$ cat src/rtl/bhc_pkg.sv
package bhc_pkg;

    typedef enum logic [1:0] {
        ST_OWNED   = 2'd0,
        ST_GRANTED = 2'd1,
        ST_RETURN  = 2'd2,
        ST_SETTLE  = 2'd3
    } bhc_state_e;

    typedef struct packed {
        logic grant;
        logic addr_oe;
        logic data_oe;
        logic strobe_en;
        logic strobe_idle;
        logic halt;
    } bhc_outs_t;

endpackage

$ cat src/rtl/bhc_sync.sv
module bhc_sync #(
    parameter int STAGES = 2
) (
    input  logic clk,
    input  logic rst_n,
    input  logic d_async,
    output logic q_sync
);

    logic [STAGES-1:0] chain_q;

    generate
        if (STAGES == 1) begin : g_single
            always_ff @(posedge clk or negedge rst_n) begin
                if (!rst_n) chain_q <= '0;
                else        chain_q <= d_async;
            end
        end else begin : g_multi
            always_ff @(posedge clk or negedge rst_n) begin
                if (!rst_n) chain_q <= '0;
                else        chain_q <= {chain_q[STAGES-2:0], d_async};
            end
        end
    endgenerate

    assign q_sync = chain_q[STAGES-1];

endmodule

$ cat src/rtl/bhc_fsm.sv
module bhc_fsm
    import bhc_pkg::*;
(
    input  logic       clk,
    input  logic       rst_n,
    input  logic       req_sync,
    input  logic       core_busy,
    output bhc_state_e state
);

    bhc_state_e state_q;
    bhc_state_e state_d;

    // State register
    always_ff @(posedge clk or negedge rst_n) begin
        if (!rst_n) state_q <= ST_OWNED;
        else        state_q <= state_d;
    end

    // Transitions
    always_comb begin
        state_d = state_q;
        unique case (state_q)
            ST_OWNED: begin
                // T_TAKE: only between processor external accesses
                if (req_sync && !core_busy) state_d = ST_GRANTED;
            end
            ST_GRANTED: begin
                // T_DROP: request withdrawn, busy is not looked at here
                if (!req_sync) state_d = ST_RETURN;
            end
            ST_RETURN: begin
                // T_REDRIVE
                state_d = ST_SETTLE;
            end
            ST_SETTLE: begin
                // T_RESUME
                state_d = ST_OWNED;
            end
            default: state_d = ST_OWNED;
        endcase
    end

    assign state = state_q;

endmodule

$ cat src/rtl/bhc_outdec.sv
module bhc_outdec
    import bhc_pkg::*;
#(
    parameter int NUM_STROBES = 5
) (
    input  bhc_state_e             state,
    output logic                   grant,
    output logic                   addr_oe,
    output logic                   data_oe,
    output logic [NUM_STROBES-1:0] strobe_oe,
    output logic                   strobe_idle,
    output logic                   halt
);

    bhc_outs_t outs;

    // Output decode
    always_comb begin
        outs = '{grant: 1'b0, addr_oe: 1'b1, data_oe: 1'b1,
                 strobe_en: 1'b1, strobe_idle: 1'b0, halt: 1'b0};
        unique case (state)
            ST_OWNED: ;
            ST_GRANTED: begin
                outs.grant     = 1'b1;
                outs.addr_oe   = 1'b0;
                outs.data_oe   = 1'b0;
                outs.strobe_en = 1'b0;
                outs.halt      = 1'b1;
            end
            ST_RETURN: begin
                outs.addr_oe   = 1'b0;
                outs.data_oe   = 1'b0;
                outs.strobe_en = 1'b0;
                outs.halt      = 1'b1;
            end
            ST_SETTLE: begin
                outs.strobe_idle = 1'b1;
                outs.halt        = 1'b1;
            end
            default: ;
        endcase
    end

    assign grant       = outs.grant;
    assign addr_oe     = outs.addr_oe;
    assign data_oe     = outs.data_oe;
    assign strobe_idle = outs.strobe_idle;
    assign halt        = outs.halt;

    generate
        for (genvar i = 0; i < NUM_STROBES; i++) begin : g_strobe
            assign strobe_oe[i] = outs.strobe_en;
        end
    endgenerate

endmodule

$ cat src/rtl/bus_handoff_ctrl.sv
module bus_handoff_ctrl
    import bhc_pkg::*;
#(
    parameter int SYNC_STAGES = 2,
    parameter int NUM_STROBES = 5
) (
    input  logic                   clk,
    input  logic                   rst_n,
    input  logic                   bus_req_i,
    input  logic                   core_xfer_busy_i,
    output logic                   bus_grant_o,
    output logic                   addr_oe_o,
    output logic                   data_oe_o,
    output logic [NUM_STROBES-1:0] strobe_oe_o,
    output logic                   strobe_hold_idle_o,
    output logic                   core_halt_o
);

    logic       req_sync;
    bhc_state_e state;

    bhc_sync #(.STAGES(SYNC_STAGES)) u_sync (
        .clk     (clk),
        .rst_n   (rst_n),
        .d_async (bus_req_i),
        .q_sync  (req_sync)
    );

    bhc_fsm u_fsm (
        .clk       (clk),
        .rst_n     (rst_n),
        .req_sync  (req_sync),
        .core_busy (core_xfer_busy_i),
        .state     (state)
    );

    bhc_outdec #(.NUM_STROBES(NUM_STROBES)) u_outdec (
        .state       (state),
        .grant       (bus_grant_o),
        .addr_oe     (addr_oe_o),
        .data_oe     (data_oe_o),
        .strobe_oe   (strobe_oe_o),
        .strobe_idle (strobe_hold_idle_o),
        .halt        (core_halt_o)
    );

endmodule

$ cat config.mk
export PLATFORM = sky130hd
export DESIGN_NAME = bus_handoff_ctrl
export DESIGN_NICKNAME = d
export VERILOG_FILES = /design/src/rtl/bhc_pkg.sv /design/src/rtl/bhc_sync.sv /design/src/rtl/bhc_fsm.sv /design/src/rtl/bhc_outdec.sv /design/src/rtl/bus_handoff_ctrl.sv
export SDC_FILE = /design/constraint.sdc
export NUM_CORES = 1
export LEC_CHECK = 0
export CAP_MARGIN = 30
export CORE_AREA = 2 2 39 41
export CTS_BUF_LIST = sky130_fd_sc_hd__clkbuf_8
export DETAILED_ROUTE_END_ITERATION = 6
export DIE_AREA = 0 0 41 43
export DONT_BUFFER_PORTS = 1
export SLEW_MARGIN = 15
export SYNTH_ARGS = -nofsm -noshare
export SYNTH_HDL_FRONTEND = slang
export SYNTH_SLANG_ARGS = --single-unit
$ cat constraint.sdc
create_clock -name clk -period 1.96 [get_ports clk]
set_input_delay 0.196 -clock clk [delete_from_list [all_inputs] [get_ports clk]]
set_output_delay 0.196 -clock clk [all_outputs]
set_load 0.05 [all_outputs]
==> results of run 1 <==
-- through the flow --
| step | hold WS (ps) | util [%] | instances |
|---|---|---|---|
| 2_1_floorplan | -99.6 | - | 24 |
| 3_3_place_gp | -99.5 | 19.4 | 36 |
| 3_5_place_dp | -99.5 | 19.4 | 36 |
| 4_1_cts | 0.554 | 23.1 | 40 |
| 5_1_grt | 256 | 23.9 | 41 |
| 6_report | 249 | 23.9 | 41 |
-- area by class of cell --
cell class,instances,share of cell area [%]
Multi-Input combinational cell,10,31.8
Sequential cell,4,30.3
Timing Repair Buffer,4,14.4
Clock buffer,3,12.5
Tap cell,16,6.06
Inverter,4,4.92
-- state kept, by name, indices dropped and copies added (netlist names) --
signal / flops
u_fsm.state: 2
u_sync.chain_q: 2
-- final timing paths --
check	start	end
worst max-delay path	u_fsm.state[0]	addr_oe_o
min in group clk	core_xfer_busy_i	u_fsm.state[1]
worst max register to register	u_fsm.state[0]	u_fsm.state[1]
worst min-delay path	rst_n	u_sync.chain_q[1]
worst min register to register	u_sync.chain_q[0]	u_sync.chain_q[1]
max in group asynchronous	rst_n	u_fsm.state[0]
-- worst max-delay path: cells and delay by family (launching register included) --
| family | cells | cell delay [ps] |
|---|---|---|
| buffers and inverters | 3 | 520 |
| flip-flops | 1 | 370 |
| adder cells (fa/ha/maj) | 1 | 320 |
-- per-layer routing --
layer  up-vias  part of all wire [%]
met4         0                   3.2
met1        66                    28
li1         71                     -
met2         6                    57
met5         -                     0
met3         2                    11
-- cell usage in the layout, fill, tap and decap left out --
cell type,synthesis,routed
ha_1,5,5
nor2_1,1,1
buf_4,6,1
buf_12,0,1
a22oi_2,1,1
mux2i_1,2,2
dfrtp_1,4,4
dlygate4sd3_1,0,2
nand2b_1,1,1
clkinv_2,0,1
clkbuf_8,0,3
inv_1,4,3
-- cells by family (layout without fill, tap and decap cells) --
family | count (synthesis) | count (layout) | share of synthesized area, %
AND/OR/NAND/NOR | 2 | 2 | 3.77
adder cells (fa/ha/maj) | 5 | 5 | 23.6
multiplexers | 2 | 2 | 7.55
flip-flops | 4 | 4 | 37.7
buffers and inverters | 10 | 11 | 22.6
AO/OA/AOI/OAI | 1 | 1 | 4.72
-- repair_timing --
item,4_1_cts,5_1_grt
hold buffers,1,1
resized for setup,0,0
endpoints found under the hold margin,4,1
buffers inserted,0,0
==> reports/summary.txt, run 1 <==
Min Clock Period, post-route -> 1620 ps
Multi-input gate area -> 105 sq um
Post-DRT Antenna Nets -> 0
top cell type's share of synthesized area -> 37.7%
Inserted Diodes -> 0
initial antenna violation count -> 0
IO Port Bufs -> 0
placer congestion estimate -> 0.572
Total Wirelength -> 435 um
drt via density -> 3.54
CP max FO -> 8
num rows -> 14
Place WS -> 463 ps
Congestion Overflow GR -> 0
Fill cells -> 152
worst path arrival time -> 1420 ps
DRT iter0 DRCs -> 1
RSZ-0062 raised after global routing -> false
Setup Total Neg Slack -> 0 ps
Avg WL per Cell -> 10.6 um
met1 usage -> 5.54%
CP max-delay cell -> dfrtp_1
H-tree depth -> 1
Unique masters post-synth -> 8
max_slew headroom -> 66.1%
CTS Buf Count -> 3
top-count cell post-synth -> buf_4
critical path launch point type -> flop
Die Y -> 43 um
Synth top cells by count -> buf_4 (6), ha_1 (5), dfrtp_1 (4), inv_1 (4), mux2i_1 (2)
core outline area -> 1380 sq um
warnings from Yosys -> 0
final clock skew -> 4.50 ps
CTS Buffer Depth -> 2
Fin. Hold Viols -> 0
Synth Instances -> 24
TritonRoute pass-1 iters -> 2
MaxCap Viol Count -> 0
Worst-Margin Slew -> 509 ps
synthesized area -> 265 sq um
gr usage total -> 8.57%
share of layout cells above drive strength 1 -> 28.0%
worst setup margin -> 343 ps
syn_area_per_cell -> 11.1 sq um
clk root buf -> clkbuf_8
register area -> 100 sq um
first-pass GRT wire length -> 814 um
met3 usage -> 5.76%
vias in the first global route -> 184
final setup fails -> 0
async set-reset flop share out of synthesis -> 100%
Die X -> 41 um
Clock Sinks -> 4
critical path class -> flop to output port
required time of the critical path -> 1760 ps
Post-route DRC -> 0
met2 Use GR -> 11.9%
largest net degree at the start of global routing -> 9
synth top area cells -> dfrtp_1 (38%), ha_1 (24%), buf_4 (17%)
CP Capture Type -> output port
EDFF count, synth -> 0
Worst-Skew Late Latency -> 220 ps
area post-placement -> 269 sq um
fin crit share -> 82.5%
io pins -> 14
FMAX -> 618 MHz
area leader, netlist -> dfrtp_1
Reg2Reg Depth -> 5
Syn-to-layout area delta -> 24.5%
total number of vias -> 145
register area share after synthesis -> 37.7%
CP max stage delay -> 370 ps
Max Slew Vio Count -> 0
Min-Delay Path Class -> input port to async pin
CTS tree -> done
worst path cell trace -> inv_1 -> ha_1 -> clkinv_2 -> buf_12
outcome -> finished clean
R2R Setup Slk -> 470 ps
clock slew at reported path FFs -> 30 ps
final instance area -> 330 sq um
synthesized net count -> 33
die area -> 1760 sq um
Yosys reg bits -> 4
top_reg_cell synth -> dfrtp_1
Starting Density -> 19.2%
busiest grt layer -> met4
Nets -> 36
Power of run 1 is left out: the tool's default activity adds up to more than one toggle a clock period on the data nets, which glitch-free logic cannot reach.
==> inputs of run 2 (changes only) <==
==> constraint.sdc (replaced) <==
create_clock -name clk -period 1.5 [get_ports clk]
set_input_delay 0.15 -clock clk [delete_from_list [all_inputs] [get_ports clk]]
set_output_delay 0.15 -clock clk [all_outputs]
set_load 0.05 [all_outputs]
==> run 2 against run 1 <==
Effect of this change:
- via count increased by 17%
- clock skew decreased by 3.0 ps
- utilization increased by 6.0 points
- first-iteration DRC count decreased by 100%
- hold slack got worse by 41 ps
- non-clock buffer count increased by 8
- die area unchanged
- global-route usage decreased by 1.9 points
- critical path depth unchanged
- sequential share of layout area decreased by 6.1 points
==> reports/summary.txt, run 2 (synthesis gave the netlist of run 1 again) <==
MaxCap Viol Count -> 0 (unchanged)
clk root buf -> clkbuf_8 (unchanged)
RSZ-0062 raised after global routing -> true (was false)
DRT iter0 DRCs -> 0 (was 1)
Die Y -> 43 um (unchanged)
commonest non-fill, non-tap cells in the layout -> buf_4 (9), ha_1 (4), dfrtp_1 (4), clkbuf_8 (3) (was ha_1 (5), dfrtp_1 (4), inv_1 (3), clkbuf_8 (3))
Avg WL per Cell -> 9.82 um (was 10.6 um)
Fin. Hold Viols -> 0 (unchanged)
CP max stage delay -> 380 ps (was 370 ps)
gr usage total -> 6.65% (was 8.57%)
Inserted Diodes -> 0 (unchanged)
final std cells w/o fill -> 49 (was 41)
crit-path leading delay family -> buffers and inverters (unchanged)
commonest non-fill, non-tap cell in the layout -> buf_4 (was ha_1)
Clock Sinks -> 4 (unchanged)
Min-Delay Path Class -> input port to async pin (unchanged)
Worst-Margin Slew -> 501 ps (was 509 ps)
worst path cell trace -> inv_2 -> ha_4 -> clkinvlp_4 -> buf_16 (was inv_1 -> ha_1 -> clkinv_2 -> buf_12)
critical path class -> flop to output port (unchanged)
vias in the first global route -> 172 (was 184)
Total Wirelength -> 481 um (was 435 um)
final setup fails -> 0 (unchanged)
io pins -> 14 (unchanged)
Worst-Skew Late Latency -> 210 ps (was 220 ps)
share of layout cells above drive strength 1 -> 54.5% (was 28.0%)
H-tree depth -> 1 (unchanged)
CP max FO -> 6 (was 8)
critical path launch point type -> flop (unchanged)
Starting Density -> 19.2% (unchanged)
FMAX -> 675 MHz
buffers plus inverters on the worst setup path -> 3 (unchanged)
Post-route DRC -> 0 (unchanged)
total number of vias -> 170 (was 145)
first-pass GRT wire length -> 683 um (was 814 um)
max_slew headroom -> 66.7% (was 66.1%)
Max Slew Vio Count -> 0 (unchanged)
num rows -> 14 (unchanged)
required time of the critical path -> 1350 ps (was 1760 ps)
largest net degree at the start of global routing -> 7 (was 9)
IO Port Bufs -> 0 (unchanged)
core outline area -> 1380 sq um (unchanged)
die area -> 1760 sq um (unchanged)
Congestion Overflow GR -> 0 (unchanged)
CTS tree -> done (unchanged)
CP Capture Type -> output port (unchanged)
Syn-to-layout area delta -> 55.7% (was 24.5%)
CTS Buffer Depth -> 2 (unchanged)
final clock skew -> 1.52 ps (was 4.50 ps)
clock slew at reported path FFs -> 30 ps (about the same)
initial antenna violation count -> 0 (unchanged)
drt via density -> 3.47 (was 3.54)
Inst Count DP -> 37 (was 36)
CTS Buf Count -> 3 (unchanged)
worst path arrival time -> 1330 ps (was 1420 ps)
fin crit share -> 98.8%
placer congestion estimate -> 0.602 (was 0.572)
Min Clock Period, post-route -> 1480 ps
post-DP HPWL -> 324 um
TritonRoute pass-1 iters -> 1 (was 2)
Die X -> 41 um (unchanged)
CP max-delay cell -> dfrtp_1 (unchanged)
Nets -> 44 (was 36)
Post-DRT Antenna Nets -> 0 (unchanged)
outcome -> finished clean (unchanged)
==> run 2: worst register-to-register path: stages, from the launching register on <==
cell and delay [ps]:
dfrtp_1 350, inv_2 70, ha_4 270, clkinvlp_4 120
buf_4 160, buf_4 120, mux2i_1 120
==> run 2: cell type report <==
type | instances | area (sq um)
sequential | 4 | 100
tap | 16 | 20.0
clock buffer | 3 | 41.3
timing repair buffer | 12 | 115
multi-input combinational | 10 | 118
fill | 151 | 971
inverter | 4 | 18.8
==> run 2: final timing paths <==
path                                           to  slack, ps               from  cells after the start
worst max-delay path                    addr_oe_o         20     u_fsm.state[1]                      4
worst min-delay path            u_sync.chain_q[1]        210              rst_n                      1
worst max register to register     u_fsm.state[1]        210     u_fsm.state[1]                      6
worst min register to register  u_sync.chain_q[1]        340  u_sync.chain_q[0]                      0
max in group asynchronous       u_sync.chain_q[0]       1120              rst_n                      1
min in group clk                   u_fsm.state[1]        260   core_xfer_busy_i                      3
==> run 2: timing repair <==
item,CTS,global route
setup buffers,4,3
endpoints found under the setup margin,7,6
pin swaps,0,0
hold buffers,2,0
cloned,0,0
endpoints found under the hold margin,5,0
resized for setup,3,0
==> run 2: metal layers <==
metal	part of all wire, %	GRT usage, %
met2	61	8.13
met3	7.1	5.24
met5	0	0
met1	32	5.86
met4	0	8.00
==> run 2: through the flow <==
stage	util [%]	cell area [sq um]	TNS, ps	hold WS [ps]	setup WS (ps)
2_1_floorplan	-	269	0	-146	8.42
3_3_place_gp	20.7	287	0	-145	143
3_5_place_dp	20.7	287	0	-145	110
4_1_cts	28.2	390	0	207	18.5
5_1_grt	29.8	413	-160	225	-26.8
6_report	29.8	413	0	208	18.6
Power of run 2 is left out for the same reason.
==> inputs of run 3 (changes only) <==
--- a/config.mk
+++ b/config.mk
@@ -14,4 +14,5 @@
 export SLEW_MARGIN = 15
 export SYNTH_ARGS = -nofsm -noshare
 export SYNTH_HDL_FRONTEND = slang
+export SYNTH_HIERARCHICAL = 1
 export SYNTH_SLANG_ARGS = --single-unit
==> run 3 against run 2 <==
Effect of this change:
- non-clock buffer count down 3
- clock-buffer cell count unchanged
- flip-flop and latch count unchanged
- clock skew down 1.0 ps
- critical endpoint is now strobe_oe_o[3]
- largest cell class unchanged
- highest routed layer is now met4
==> reports/summary.txt, run 3 <==
CTS tree -> done (unchanged)
H-tree depth -> 1 (unchanged)
post-DP HPWL -> 305 um (was 324 um)
register area share after synthesis -> 33.2% (was 37.7%)
Synth Instances -> 29 (was 24)
Congestion Overflow GR -> 0 (unchanged)
Unique masters post-synth -> 10 (was 8)
Worst-Margin Slew -> 495 ps (was 501 ps)
CTS Buffer Depth -> 2 (unchanged)
commonest non-fill, non-tap cell in the layout -> ha_1 (was buf_4)
CP Capture Type -> output port (unchanged)
synth top area cells -> dfrtp_1 (33%), ha_1 (29%), buf_4 (15%) (was dfrtp_1 (38%), ha_1 (24%), buf_4 (17%))
Inserted Diodes -> 0 (unchanged)
Post-DRT Antenna Nets -> 0 (unchanged)
Max Slew Vio Count -> 0 (unchanged)
critical path class -> flop to output port (unchanged)
worst path arrival time -> 1290 ps (was 1330 ps)
CTS Buf Count -> 3 (unchanged)
outcome -> finished clean (unchanged)
gr usage total -> 6.16% (was 6.65%)
top cell type's share of synthesized area -> 33.2% (was 37.7%)
synthesized area -> 302 sq um (was 265 sq um)
Setup Total Neg Slack -> 0 ps (unchanged)
Place WS -> 41.6 ps (was 110 ps)
worst setup margin -> 61.5 ps (was 18.6 ps)
Min-Delay Path Class -> input port to async pin (unchanged)
commonest non-fill, non-tap cells in the layout -> ha_1 (6), buf_4 (5), inv_1 (4), dfrtp_1 (4), clkbuf_8 (3) (was buf_4 (9), ha_1 (4), dfrtp_1 (4), clkbuf_8 (3))
max_slew headroom -> 67.1% (was 66.7%)
Clock Sinks -> 4 (unchanged)
first-pass GRT wire length -> 669 um (was 683 um)
final setup fails -> 0 (unchanged)
Post-route DRC -> 0 (unchanged)
Hold WS -> 206 ps (was 208 ps)
top_reg_cell synth -> dfrtp_1 (unchanged)
clock slew at reported path FFs -> 30 ps (about the same)
Fin. Hold Viols -> 0 (unchanged)
Nets -> 48 (was 44)
io pins -> 14 (unchanged)
Starting Density -> 21.8% (was 19.2%)
die area -> 1760 sq um (unchanged)
placer congestion estimate -> 0.581 (was 0.602)
final core occ -> 31.2% (was 29.8%)
Yosys reg bits -> 4 (unchanged)
TritonRoute pass-1 iters -> 1 (unchanged)
share of layout cells above drive strength 1 -> 40.0% (was 54.5%)
syn_area_per_cell -> 10.4 sq um (was 11.1 sq um)
critical path launch point type -> flop (unchanged)
largest net degree at the start of global routing -> 5 (was 7)
CP max FO -> 4 (was 6)
EDFF count, synth -> 0 (unchanged)
area leader, netlist -> dfrtp_1 (unchanged)
IO Port Bufs -> 0 (unchanged)
total number of vias -> 190 (was 170)
Avg WL per Cell -> 8.10 um (was 9.82 um)
RSZ-0062 raised after global routing -> false (was true)
Synth top cells by count -> ha_1 (7), buf_4 (6), inv_1 (6) (was buf_4 (6), ha_1 (5), dfrtp_1 (4), inv_1 (4), mux2i_1 (2))
FMAX -> 695 MHz (was 675 MHz)
clk root buf -> clkbuf_8 (unchanged)
vias in the first global route -> 177 (was 172)
Total Wirelength -> 413 um (was 481 um)
Die X -> 41 um (unchanged)
Worst-Skew Late Latency -> 210 ps (about the same)
Die Y -> 43 um (unchanged)
initial antenna violation count -> 0 (unchanged)
fin crit share -> 95.9% (was 98.8%)
core outline area -> 1380 sq um (unchanged)
MaxCap Viol Count -> 0 (unchanged)
async set-reset flop share out of synthesis -> 100% (unchanged)
DRT iter0 DRCs -> 0 (unchanged)
Min Clock Period, post-route -> 1440 ps (was 1480 ps)
synthesized net count -> 40 (was 33)
warnings from Yosys -> 6 (was 0)
final clock skew -> 0.522 ps (was 1.52 ps)
num rows -> 14 (unchanged)
top-count cell post-synth -> ha_1 (was buf_4)
drt via density -> 3.73 (was 3.47)
required time of the critical path -> 1350 ps (about the same)
Syn-to-layout area delta -> 43.2% (was 55.7%)
run 3: cell type report:
cell class,count,area [sq um]
clock buffer,3,41.3
tap,16,20.0
fill,150,952
inverter,6,26.3
sequential,4,100
timing repair buffer,9,97.6
multi-input combinational,13,146
run 3: metrics by stage:
stage / cells / area [sq um]
after global placement: 43 / 335
after floorplan: 29 / 305
after global routing: 51 / 432
after detailed placement: 43 / 335
final: 51 / 432
after CTS: 50 / 424
run 3: metal layers:
layer	share of wire (%)	routed length, um	up-vias	GRT usage (%)
met5	0	0	-	0
met4	3.9	16	0	8.67
met3	7.0	29	2	1.57
met2	57	237	8	8.75
met1	31	130	88	5.57
li1	-	-	92	-
run 3: worst paths after layout:
check,depth (start not counted),endpoint,slack (ps),from
worst max-delay path,4,strobe_oe_o[3],60,u_fsm/state[0]
worst min-delay path,1,u_fsm/state[1],210,rst_n
worst max register to register,5,u_fsm/state[1],110,u_fsm/state[1]
worst min register to register,0,u_sync/chain_q[1],340,u_sync/chain_q[0]
max in group asynchronous,1,u_sync/chain_q[0],1130,rst_n
min in group clk,3,u_fsm/state[1],310,core_xfer_busy_i
run 3: cell families (layout without fill, tap and decap cells):
kind of cell / count (synthesis) / after routing / share of synthesized area [%]
AO/OA/AOI/OAI: 1 / 1 / 2.91
adder cells (fa/ha/maj): 7 / 7 / 29.0
buffers and inverters: 12 / 18 / 22.4
flip-flops: 4 / 4 / 33.2
multiplexers: 2 / 2 / 7.05
AND/OR/NAND/NOR: 3 / 3 / 5.40
run 3: repair_timing:
| action | in CTS | in global routing |
|---|---|---|
| gates resized for setup | 1 | 1 |
| hold buffers | 2 | 0 |
| pin swaps | 0 | 1 |
| setup buffers | 2 | 1 |
| setup endpoints to repair | 7 | 5 |
| endpoints found under the hold margin | 5 | 0 |
run 3: worst max-delay path, stage by stage (launching register included):
cell        delay [ps]
dfrtp_1            380
inv_1              110
ha_4               220
clkinvlp_4         110
buf_12             260
Power of run 3 is left out for the same reason.
